**config.mk**
```make
export PLATFORM = sky130hd
export DESIGN_NAME = prg_bank_mapper
export DESIGN_NICKNAME = d
export VERILOG_FILES = /design/src/rtl/prg_bank_mapper.sv
export SDC_FILE = /design/constraint.sdc
export NUM_CORES = 1
export LEC_CHECK = 0
export ABC_AREA = 1
export ABC_CLOCK_PERIOD_IN_PS = 1080
export BUFFER_PORTS_ARGS = -buffer_cell sky130_fd_sc_hd__buf_2
export CORE_MARGIN = 1.5
export CORE_UTILIZATION = 37
export DETAILED_ROUTE_END_ITERATION = 7
export PLACE_DENSITY = 0.81
export RECOVER_POWER = 100
export SETUP_SLACK_MARGIN = 0.3
export SLEW_MARGIN = 20
export SYNTH_ARGS = -nofsm -noshare
export SYNTH_HDL_FRONTEND = slang
export SYNTH_SLANG_ARGS = --single-unit
```
**constraint.sdc**
```tcl
create_clock -name clk -period 1.08 [get_ports clk]
set_input_delay 0.108 -clock clk [delete_from_list [all_inputs] [get_ports clk]]
set_output_delay 0.108 -clock clk [all_outputs]
set_load 0.005 [all_outputs]
```
**src/rtl/prg_bank_mapper.sv**
```systemverilog
module prg_bank_mapper (
  input  logic        clk,
  input  logic        rst,
  input  logic [15:0] cpu_addr,
  input  logic [7:0]  cpu_data,
  input  logic        cpu_wr,
  input  logic        ppu_a10,
  input  logic        ppu_a11,
  output logic [5:0]  prg_hi,
  output logic        prg_a1,
  output logic        ciram_a10
);

  logic [2:0] inner_q, outer_q;
  logic       mirror_q, transp_q, mode_q, lock_q, type_q;
  logic [2:0] low_bank;
  logic       load;

  wire unused_addr = ^{cpu_addr[13:3]};

  assign load = cpu_wr && cpu_addr[15];

  always_ff @(posedge clk) begin
    if (rst) begin
      inner_q  <= '0;
      outer_q  <= '0;
      mirror_q <= 1'b0;
      transp_q <= 1'b0;
      mode_q   <= 1'b0;
      lock_q   <= 1'b0;
      type_q   <= 1'b0;
    end else if (load) begin
      inner_q <= cpu_data[2:0];
      if (!lock_q) begin
        outer_q  <= {cpu_addr[2], cpu_data[4:3]};
        mirror_q <= cpu_data[5];
        transp_q <= cpu_data[6];
        mode_q   <= cpu_data[7];
        lock_q   <= cpu_addr[1];
        type_q   <= cpu_addr[0];
      end
    end
  end

  always_comb begin
    case ({mode_q, transp_q})
      2'b00:   low_bank = inner_q | {3{cpu_addr[14]}};
      2'b01:   low_bank = {inner_q[2:1], 1'b0} | {3{cpu_addr[14]}};
      2'b10:   low_bank = inner_q;
      default: low_bank = {inner_q[2:1], cpu_addr[14]};
    endcase
  end

  assign prg_hi    = {outer_q, low_bank};
  assign prg_a1    = type_q | cpu_addr[1];
  assign ciram_a10 = mirror_q ? ppu_a10 : ppu_a11;

  assert_locked_hold_R7: assert property (@(posedge clk) disable iff (rst)
    (load && lock_q) |=> $stable({outer_q, mirror_q, transp_q, mode_q, lock_q, type_q}));

  assert_idle_hold_R1: assert property (@(posedge clk) disable iff (rst)
    !load |=> $stable({inner_q, outer_q, mirror_q, transp_q, mode_q, lock_q, type_q}));

  assert_fixed_top_R3: assert property (@(posedge clk) disable iff (rst)
    (!mode_q && cpu_addr[14]) |-> (prg_hi[2:0] == 3'b111));

  assert_a1_pass_R8: assert property (@(posedge clk) disable iff (rst)
    cpu_addr[1] |-> prg_a1);

  assert_mirror_src_R9: assert property (@(posedge clk) disable iff (rst)
    (ppu_a10 == ppu_a11) |-> (ciram_a10 == ppu_a10));

  assert_reset_clear_R10: assert property (@(posedge clk)
    rst |=> (lock_q == 1'b0 && mode_q == 1'b0));

endmodule

```
==> qor.yml, run 1 <==
outcome:
  status: "finished, final reports clean"
routing:
  drt_iter0_drc: 4
  vias: 538
  final_antenna_net_count: 0
  avgViaCountPerCell: 4.41
  first_pass_iters: 4
  post_drt_wl_per_cell_um: 9.91
  drc: 0
  routed_wl_mm: 1.21
global_routing:
  grt_overflow: 0
  track_usage_pct: 17.8
  grt_pass1_vias: 476
  grt_pass1_wl_mm: 1.75
  grt_antenna_before_repair: 0
  grt_max_degree: 11
yosys:
  synthMuxAreaShare_pct: 0
  synth_top_cell_area_share_pct: 45.6
  synth_compound_area_share_pct: 5.18
  synth_simple_gate_area_share_pct: 37.6
  synth-seq-cells: 11
  synthDistinctLibCells: 10
  yosysSeqAreaShare_pct: 45.6
  synth_adder_area_share_pct: 0
  synth_area_leader_cell: "dfxtp_1"
  syn_area_um2: 483
  synth_area_leaders: "dfxtp_1 (46%), nand2_1 (17%), nor2_1 (17%), inv_1 (8.5%), o21ai_0 (4.1%)"
  synth.top_cells.by_count: "nand2_1 (22), nor2_1 (22), dfxtp_1 (11), inv_1 (11), o21ai_0 (4)"
  synth_enable_flop_cells: 0
  syn_area_per_cell_um2: 6.44
  syn_nets: 104
  synth_top_family_by_area: "simple AND/OR/NAND/NOR gates"
  synth_warnings: 0
  synth_top_flop_cell: "dfxtp_1"
  synth_cells: 75
  synth_xor_area_share_pct: 0
  synth-async-reset-ratio_pct: 0
floorplanning:
  die_y_um: 39.1
  die_w_um: 39.1
  rows: 12
  core-area_um2: 1160
  start_util_pct: 41.8
  pin_count: 37
  dieArea_um2: 1530
place:
  place_hpwl_um: 740
  place_inst: 113
  portBuffers: 25
  place_congestion: 0.654
clocking:
  htree_levels: 1
  cts_inserted_buffers: 3
  cts_buffer_depth: 2
  path_clk_slew_ps: 70
  cts_tree: "done"
  clk_latency_ps: 260
  cts.sinks: 11
  cts_root_buffer: "clkbuf_4"
pwr:
  power_frac_comb_pct: 20.9
  pwr-share-clk_pct: 30.0
  power.switching_mw: 0.243
  seqPwrFrac_pct: 49.0
  netSwitchingFraction_pct: 26.6
  irDropWorstVdd_mv: 0.846
  intPower_mw: 0.673
  p_leak_nw: 0.393
  powerDensity_nw_per_um2: 1270
setup_path:
  worst-path-buf-inv: 1
  cp_top_family: "flip-flops"
  critical_path_required_ps: 970
  start_kind: "flop"
  cp.arrival_ps: 910
  r2r_slack_ps: 100
  cp_max_fo: 2
  end_kind: "output port"
  path_class: "flop to output port"
  worst_path_largest_cell_delay_ps: 310
  crit_chain: "or2_4 -> buf_6"
  crit_slowest_cell: "dfxtp_1"
cells_and_area:
  area_growth_pct: 49.0
  drive_gt1_share_pct: 40.7
  antenna_cells: 0
  layout.nets: 138
  layout.cells.non_filler: 122
timing:
  setup_viol: 0
  min_period_ps: 1020
  fin_skew_ps: 1.74
  rsz0062_at_grt: "true"
  post-route-period-util_pct: 94.7
  final.setup.tns_ps: 0
  hold_violations: 0
  slew_headroom_pct: 77.0
  worst_pin_slew_ps: 344
  slew_viol_final: 0
  max_freq_mhz: 978
run:
  maxCapViolCount: 0
min_path:
  min_path_type: "input port to flop"
worst register-to-register path, cell delays in order (launching register included):
cell,delay [ps]
dfxtp_1,330
inv_4,70
nand3_1,250
nor2_1,170
nor2_1,60
state kept, by name, indices dropped and copies added (netlist names):
signal and flops:
inner_q 3, outer_q 3, lock_q 1, mirror_q 1, mode_q 1, transp_q 1, type_q 1
layer usage:
| metal | track usage, % | share of wire (%) | up-vias | wire, um |
|---|---|---|---|---|
| met5 | 0 | 0 | - | 0 |
| met4 | 11.2 | 2.1 | 0 | 25 |
| met3 | 5.78 | 5.6 | 4 | 68 |
| met2 | 33.8 | 56 | 17 | 674 |
| met1 | 15.7 | 36 | 227 | 440 |
| li1 | - | - | 290 | - |
layout by cell type (no fill, tap or decap):
| cell type | synthesis | final |
|---|---|---|
| buf_2 | 0 | 23 |
| nor2_1 | 22 | 21 |
| nand2_1 | 22 | 17 |
| dfxtp_1 | 11 | 10 |
| inv_1 | 11 | 7 |
| nand2_2 | 0 | 5 |
| inv_2 | 0 | 3 |
| o21ai_0 | 4 | 3 |
| clkbuf_4 | 0 | 3 |
| buf_4 | 0 | 3 |
| buf_6 | 1 | 2 |
| nor2_2 | 0 | 1 |
| o21ai_1 | 0 | 1 |
| or2_4 | 0 | 1 |
| inv_4 | 0 | 1 |
| nand3_4 | 0 | 1 |
| clkinv_1 | 1 | 1 |
| a21oi_1 | 1 | 1 |
| clkbuf_1 | 0 | 1 |
| nand3_1 | 0 | 1 |
| dlygate4sd3_1 | 0 | 1 |
| dfxtp_2 | 0 | 1 |
timing repair:
item,CTS,global route
cloned,1,0
resized for setup,18,9
hold endpoints to repair,0,1
hold buffers,0,1
endpoints found under the setup margin,15,15
pin swaps,5,3
setup buffers,1,2
power by group through the flow:
stage | clock network, mW | registers (mW) | logic [mW]
after floorplan | 0 | 0.453 | 0.0842
after global placement | 0 | 0.453 | 0.144
after detailed placement | 0 | 0.454 | 0.149
after CTS | 0.281 | 0.451 | 0.174
after global routing | 0.303 | 0.452 | 0.215
final | 0.275 | 0.449 | 0.192
kinds of logic after synthesis:
| group | Yosys count |
|---|---|
| compound gates | 5 |
| buf+inv | 13 |
| flops | 11 |
| simple gates | 46 |
worst paths after layout:
check                                  end   startpoint  depth (start not counted)
worst max-delay path                prg_a1       type_q                          2
worst max register to register  outer_q[0]       lock_q                          4
worst min-delay path                mode_q  cpu_data[7]                          3
worst min register to register  inner_q[1]   inner_q[1]                          2
area by class of cell:
type | count | area, um2
fill | 123 | 437
inverter | 12 | 47.5
tap | 14 | 17.5
clock buffer | 4 | 26.3
timing repair buffer | 29 | 170
multi-input combinational | 52 | 236
sequential | 11 | 221
stage by stage:
step | total power [mW] | instance area (um2) | util (%) | hold WS, ps | setup slack, ps
floorplan | 0.538 | 483 | - | 177 | 264
global placement | 0.597 | 614 | 53.1 | 281 | 185
detailed placement | 0.603 | 614 | 53.1 | 285 | 155
CTS | 0.905 | 696 | 60.2 | 0.468 | 51.3
global route | 0.971 | 719 | 62.2 | 77.1 | 9.03
finish | 0.916 | 719 | 62.2 | 62.5 | 57.5
Power figures use the tool's default switching activity.
==> run 2: changes to the inputs <==
- ABC_CLOCK_PERIOD_IN_PS: 1080 -> 1100
- clock period: 1.08 -> 1.1 ns (I/O delays scaled with it)
==> qor.yml, run 2 (synthesis results as in run 1) <==
outcome:
  status: "finished, final reports clean"
cells_and_area:
  drive_gt1_share_pct: 43.0
  final_common_cell: "buf_2"
  largestRegisters: "inner_q: 3 flops, outer_q: 3 flops"
  layout.nets: 137
  final_cell_mix: "buf_2 (22), nor2_1 (20), nand2_1 (15)"
  area_growth_pct: 48.2
  antenna_cells: 0
setup_path:
  cp.arrival_ps: 910
  end_kind: "output port"
  reg2reg_to: "outer_q[1]"
  r2r_start: "lock_q"
  critical_path_required_ps: 990
  path_class: "flop to output port"
  r2r_cells: 4
  r2r_slack_ps: 110
  start_kind: "flop"
  cp_max_fo: 2
global_routing:
  grt_max_degree: 11
  grt_pass1_wl_mm: 1.73
  grt_pass1_vias: 469
  track_usage_pct: 17.6
  grt_overflow: 0
  grt_antenna_before_repair: 0
routing:
  first_pass_iters: 4
  drc: 0
  post_drt_wl_per_cell_um: 9.98
  routed_wl_mm: 1.21
  avgViaCountPerCell: 4.40
  drt_iter0_drc: 17
  final_antenna_net_count: 0
  vias: 533
timing:
  layout_setup_ws_ps: 78.5
  slew_headroom_pct: 77.9
  final.setup.tns_ps: 0
  slew_viol_final: 0
  min_period_ps: 1020
  rsz0062_at_grt: "true"
  fin_skew_ps: 0.220
  worst_pin_slew_ps: 331
  whs_ps: 14.4
  post-route-period-util_pct: 92.9
  setup_viol: 0
  hold_violations: 0
  max_freq_mhz: 979
floorplanning:
  rows: 12
  die_y_um: 39.1
  pin_count: 37
  core-area_um2: 1160
  start_util_pct: 41.8
  die_w_um: 39.1
  dieArea_um2: 1530
min_path:
  holdPathStages: 2
  hp-start: "rst"
  holdPathEnd: "lock_q"
  min_path_type: "input port to flop"
clocking:
  cts_tree: "done"
  cts.sinks: 11
  clk_latency_ps: 260
  cts_root_buffer: "clkbuf_4"
  htree_levels: 1
  cts_inserted_buffers: 3
  cts_buffer_depth: 2
  path_clk_slew_ps: 70
  postCtsHoldBufs: 0
place:
  portBuffers: 25
  place_congestion: 0.654
  place_ws_ps: 175
  place_hpwl_um: 740
run:
  maxCapViolCount: 0
pwr:
  p_leak_nw: 0.386
  powerDensity_nw_per_um2: 1260
  irDropWorstVdd_mv: 0.852
  power.total_mw: 0.902
==> run 2: cell count changes in the layout (fill, tap and decap cells not counted), sizes merged <==
cell / change
buf: -1
clkbuf: +1
dlygate4sd3: -1
==> run 2: layer usage <==
layer	wire length (um)	vias up	global-route usage, %
met3	76	2	5.78
met1	463	224	15.7
met5	0	-	0
met2	654	17	33.3
met4	14	0	10.3
li1	-	290	-
==> run 2: area by class of cell <==
class / instances / area (um2)
fillers: 121 / 440
multi-input cells: 52 / 244
flip-flops and latches: 11 / 221
repair buffers: 28 / 159
inverters: 12 / 47.5
clock buffers: 4 / 26.3
well taps: 14 / 17.5
==> run 2: worst max-delay path by stage <==
stage | start | to | slack [ps] | depth (start not counted)
after floorplan | lock_q | mirror_q | 280 | 5
after global placement | lock_q | mirror_q | 210 | 4
after detailed placement | lock_q | mirror_q | 170 | 4
after CTS | type_q | prg_a1 | 70 | 2
after global routing | inner_q[0] | prg_hi[0] | 20 | 3
final | type_q | prg_a1 | 80 | 2
==> run 2: report_power, final <==
group	leakage [nW]	switching, mW	internal, mW	total (mW)
combinational	0.280	0.0975	0.0925	0.190
sequential	0.0911	0.0145	0.426	0.441
clock	0.0150	0.131	0.140	0.271
total	0.386	0.243	0.659	0.902
==> run 2: worst max-delay path: stages (launching register included) <==
cell	delay [ps]
dfxtp_1	310
or2_4	220
buf_6	110
==> run 2: through the flow <==
step                utilization [%]  instance area [um2]  cells
finish                         61.9                  716    121
detailed placement             53.1                  614    113
floorplan                         -                  483     75
global route                   61.9                  716    121
CTS                            59.2                  684    118
global placement               53.1                  614    113
==> run 2: repair_timing <==
action / CTS / global route
gates cloned: 1 / 0
pin swaps: 2 / 4
setup buffers: 0 / 3
gates resized for setup: 16 / 14
setup endpoints to repair: 15 / 15
